File: src/rtl/slowclk_freq_mon.sv
module slowclk_freq_mon #(
  parameter int LO_BASE = 110,
  parameter int HI_BASE = 134,
  parameter int BAD_RUN = 4
) (
  input  logic       clk,
  input  logic       rst_n,
  input  logic       mon_en,
  input  logic       ref_stable,
  input  logic [1:0] ref_sel,
  input  logic       slow_clk_in,
  input  logic       irq_en,
  output logic       err_flag,
  output logic       irq,
  output logic       rst_req
);
  localparam int CW = $clog2(3 * HI_BASE + 2);
  localparam int BW = $clog2(BAD_RUN + 1);

  logic [2:0]    sync_q;
  logic          active, armed;
  logic [CW-1:0] cnt, lo_q, hi_q, lo_sel, hi_sel;
  logic [BW-1:0] bad_cnt;
  logic          rise, timeout, judge, bad;

  always_comb begin
    case (ref_sel)
      2'd0:    begin lo_sel = CW'(LO_BASE);     hi_sel = CW'(HI_BASE);     end
      2'd1:    begin lo_sel = CW'(2 * LO_BASE); hi_sel = CW'(2 * HI_BASE); end
      default: begin lo_sel = CW'(3 * LO_BASE); hi_sel = CW'(3 * HI_BASE); end
    endcase
  end

  assign rise    = sync_q[1] & ~sync_q[2];
  assign timeout = active && !rise && (cnt == hi_q + CW'(1));
  assign judge   = active && ((rise && armed) || timeout);
  assign bad     = judge && (timeout || cnt < lo_q || cnt > hi_q);

  always_ff @(posedge clk) begin
    if (!rst_n) sync_q <= '0;
    else        sync_q <= {sync_q[1:0], slow_clk_in};
  end

  always_ff @(posedge clk) begin
    if (!rst_n || !mon_en) begin
      active   <= 1'b0;
      armed    <= 1'b0;
      cnt      <= '0;
      bad_cnt  <= '0;
      err_flag <= 1'b0;
      if (!rst_n) begin
        lo_q <= '0;
        hi_q <= '0;
      end
    end else if (!active) begin
      if (ref_stable) begin
        active <= 1'b1;
        lo_q   <= lo_sel;
        hi_q   <= hi_sel;
        cnt    <= CW'(1);
      end
    end else begin
      if (rise) begin
        cnt   <= CW'(1);
        armed <= 1'b1;
      end else if (timeout) begin
        cnt   <= CW'(1);
        armed <= 1'b0;
      end else begin
        cnt <= cnt + CW'(1);
      end
      if (judge) begin
        if (bad) begin
          if (bad_cnt != BW'(BAD_RUN)) bad_cnt <= bad_cnt + BW'(1);
          if (bad_cnt >= BW'(BAD_RUN - 1)) err_flag <= 1'b1;
        end else begin
          bad_cnt <= '0;
        end
      end
    end
  end

  assign irq     = err_flag & irq_en;
  assign rst_req = err_flag;

  a_r5_sticky: assert property (@(posedge clk) disable iff (!rst_n)
    (err_flag && mon_en) |=> err_flag);
  a_r5_clear: assert property (@(posedge clk) disable iff (!rst_n)
    !mon_en |=> !err_flag);
  a_r4_run_before_err: assert property (@(posedge clk) disable iff (!rst_n)
    $rose(err_flag) |-> ($past(bad_cnt) >= BW'(BAD_RUN - 1)));
  a_r4_run_bound: assert property (@(posedge clk) disable iff (!rst_n)
    bad_cnt <= BW'(BAD_RUN));
  a_r7_cnt_bound: assert property (@(posedge clk) disable iff (!rst_n)
    active |-> (cnt <= hi_q + CW'(1)));
  a_r8_start_gate: assert property (@(posedge clk) disable iff (!rst_n)
    $rose(active) |-> $past(mon_en && ref_stable));
  a_r9_limits_held: assert property (@(posedge clk) disable iff (!rst_n)
    ($past(active) && active) |-> ($stable(lo_q) && $stable(hi_q)));
endmodule

File: config.mk
export PLATFORM = sky130hd
export DESIGN_NAME = slowclk_freq_mon
export DESIGN_NICKNAME = d
export VERILOG_FILES = /design/src/rtl/slowclk_freq_mon.sv
export SDC_FILE = /design/constraint.sdc
export NUM_CORES = 1
export LEC_CHECK = 0
export BUFFER_PORTS_ARGS = -buffer_cell sky130_fd_sc_hd__buf_2
export CAP_MARGIN = 20
export CORE_MARGIN = 3
export CORE_UTILIZATION = 62
export CTS_BUF_LIST = sky130_fd_sc_hd__clkbuf_4
export CTS_CLUSTER_SIZE = 10
export DETAILED_ROUTE_END_ITERATION = 7
export PLACE_DENSITY = 0.91
export SLEW_MARGIN = 20
export SYNTH_ARGS = -nofsm -noshare
export SYNTH_HDL_FRONTEND = slang
export SYNTH_SLANG_ARGS = --single-unit
File: constraint.sdc
create_clock -name clk -period 2.35 [get_ports clk]
set_clock_uncertainty 0.1 [all_clocks]
set_input_delay 0.235 -clock clk [delete_from_list [all_inputs] [get_ports clk]]
set_output_delay 0.235 -clock clk [all_outputs]
set_load 0.05 [all_outputs]
==> results.sh <==
export IMPL_synth_edff_count=7
export IMPL_synthesis_nets=186
export IMPL_final_max_slew_violation_count=0
export IMPL_grt_max_degree=17
export IMPL_numClockSinks=25
export IMPL_setup_violations_final=0
export IMPL_drc=0
export IMPL_min_from="rst_n"
export IMPL_hp_class="input port to flip-flop"
export IMPL_grt_pass1_wl_mm=5.43
export IMPL_final_hold_viol_count=0
export IMPL_placement_io_buffers=10
export IMPL_antenna_found_initial=0
export IMPL_ys_dominant_reg_cell="dfxtp_1"
export IMPL_startpoint="cnt[4]"
export IMPL_postPlaceCellArea_sq_mm=0.00158
export IMPL_synth_cell_types=45
export IMPL_synth_most_common_cell="dfxtp_1"
export IMPL_syn2layout_area_growth_pct=8.79
export IMPL_slowest_delay_ps=500
export IMPL_die_area_sq_mm=0.00304
export IMPL_gp_congestion=0.847
export IMPL_critPathLaunchType="flip-flop"
export IMPL_num_io_pins=11
export IMPL_vias=1289
export IMPL_drv_cap=0
export IMPL_period_share=0.947
export IMPL_synth_area_sq_mm=0.00150
export IMPL_crit_top_cell="a21o_1"
export IMPL_synth_common_cells="dfxtp_1 (18), ha_1 (16), inv_1 (16)"
export IMPL_dp_hpwl_mm=2.61
export IMPL_vias_per_cell=6.32
export IMPL_tns_ps=0
export IMPL_arrival_ps=2390
export IMPL_regArea_sq_um=571
export IMPL_status="finished, final reports clean"
export IMPL_synth_async_reset_ratio=0
export IMPL_ir_worst_vdd_v=0.000445
export IMPL_yosys_warnings=0
export IMPL_synth_top_cell_by_area="dfxtp_1"
export IMPL_r2r_start="cnt[4]"
export IMPL_grt_pass1_vias=1282
export IMPL_leakage_nw=0.691
export IMPL_coreArea_sq_mm=0.00225
export IMPL_cts_buffers=3
export IMPL_wl_per_cell_um=16.4
export IMPL_grt_use_total=0.250
export IMPL_cts_setup_buffers=0
export IMPL_htreeDepth=1
export IMPL_root_buffer="clkbuf_4"
export IMPL_cp_required_ps=2520
export IMPL_cts_tree="done"
export IMPL_diodes=0
export IMPL_crit_fanout=5
export IMPL_ys_seq_area_frac=0.382
export IMPL_wirelength_mm=3.34
export IMPL_avgSynthCellArea_sq_um=9.23
export IMPL_num_rows=17
export IMPL_ys_ff_latch=25
export IMPL_clk_pin_slew_ps=150
export IMPL_die_w_um=55.1
export IMPL_critPathSlowestCell="dfxtp_1"
export IMPL_multi_input_area_sq_um=825
export IMPL_end_kind="flip-flop"
export IMPL_synth_cells=162
export IMPL_fill_cells=169
export IMPL_fmax_mhz=449
export IMPL_fin_area_sq_mm=0.00163
export IMPL_worst_setup_path_type="flip-flop to flip-flop"
export IMPL_worst_pin_slew_ps=543
export IMPL_first_pass_iters=4
export IMPL_maxSlewHeadroom=0.629
export IMPL_die_h_um=55.1
export IMPL_worstSkewPairLatency_ps=330
export IMPL_nets=201
export IMPL_crit_chain="ha_1 > a21o_1 > a21o_1 > or4_1 > and3_4 > a211oi_2"
export IMPL_grt_overflow=0
export IMPL_start_util=0.663
export IMPL_p_per_area_mw_per_mm2=469
export IMPL_drt_iter0_markers=53
export IMPL_fin_crit_ps=2230
export IMPL_ant_nets=0
export IMPL_drive_above_1_share=0.159
export IMPL_synthTopCellsByArea="dfxtp_1 (24%), edfxtp_1 (14%), ha_1 (13%)"
export IMPL_grt_setup_unrepaired="false"
export IMPL_clockBufferDepth=2
export IMPL_synth_top_area_share=0.241
## power by group
group | switching (mW) | total (mW) | internal (mW)
Clock | 0.142 | 0.212 | 0.0695
Sequential | 0.00904 | 0.465 | 0.456
Combinational | 0.0521 | 0.0850 | 0.0329
Total | 0.204 | 0.762 | 0.558
## repair_timing
action / CTS / global route
setup endpoints to repair: 3 / 1
hold endpoints to repair: 0 / 1
pin swaps: 0 / 1
hold buffers: 0 / 1
gates resized for setup: 1 / 1
## cells in the final DEF, fill, tap and decap left out, drive strengths merged, types with 4 or more instances in the layout
master / synthesis / layout
dfxtp: 18 / 18
inv: 16 / 17
ha: 16 / 16
buf: 5 / 16
nand2: 13 / 13
nor2: 12 / 12
a21oi: 9 / 9
o21ai: 7 / 7
edfxtp: 7 / 7
and2: 5 / 5
a311oi: 5 / 5
and3: 4 / 4
## routing by layer
metal | vias up | routed length (um) | global-route usage
met3 | 6 | 139 | 0.0670
met5 | - | 0 | 0
li1 | 625 | - | -
met2 | 30 | 1780 | 0.467
met1 | 628 | 1380 | 0.278
met4 | 0 | 42 | 0.0648
## state kept, by name, indices dropped and copies added (netlist names)
name	flops
hi_q	2
err_flag	1
lo_q	5
active	1
armed	1
sync_q	3
cnt	9
bad_cnt	3
## worst paths after layout
check | end | slack [ps] | cells after the start
worst max-delay path | err_flag | 120 | 6
worst min-delay path | sync_q[1] | 50 | 2
worst max register to register | err_flag | 120 | 6
worst min register to register | sync_q[1] | 360 | 1
## logic make-up (layout without fill, tap and decap cells)
family	after synthesis	in the layout	synth area share
and+or+nand+nor	56	56	0.212
AOI/OAI and AO/OA	40	40	0.192
DFF	25	25	0.382
buffers and inverters	23	37	0.0695
adders and majority gates	16	16	0.134
xor gates and xnor gates	2	2	0.0117
## metrics by stage
stage / instances / setup slack, ps / power [mW] / util / hold WS [ps]
finish: 204 / 124 / 0.762 / 0.721 / 50.7
global route: 204 / 18.5 / 0.794 / 0.721 / 38.5
CTS: 203 / 70.9 / 0.761 / 0.717 / 4.67
detailed placement: 199 / 1.18 / 0.556 / 0.701 / 325
global placement: 199 / 148 / 0.550 / 0.701 / 320
floorplan: 162 / 301 / 0.528 / - / 257
## layout make-up
type / count / share of cell area
Multi-Input combinational cell: 114 / 0.507
Sequential cell: 25 / 0.351
Timing Repair Buffer: 17 / 0.0646
Inverter: 16 / 0.0369
Tap cell: 28 / 0.0215
Clock buffer: 3 / 0.0138
Clock inverter: 1 / 0.00538
## critical path, delay by kind of cell (launching register included)
| kind | cells | cell delay [ps] |
|---|---|---|
| fa+ha+maj | 1 | 300 |
| compound gates | 3 | 570 |
| flops | 1 | 500 |
| simple gates | 2 | 690 |
Power figures use the tool's default switching activity.
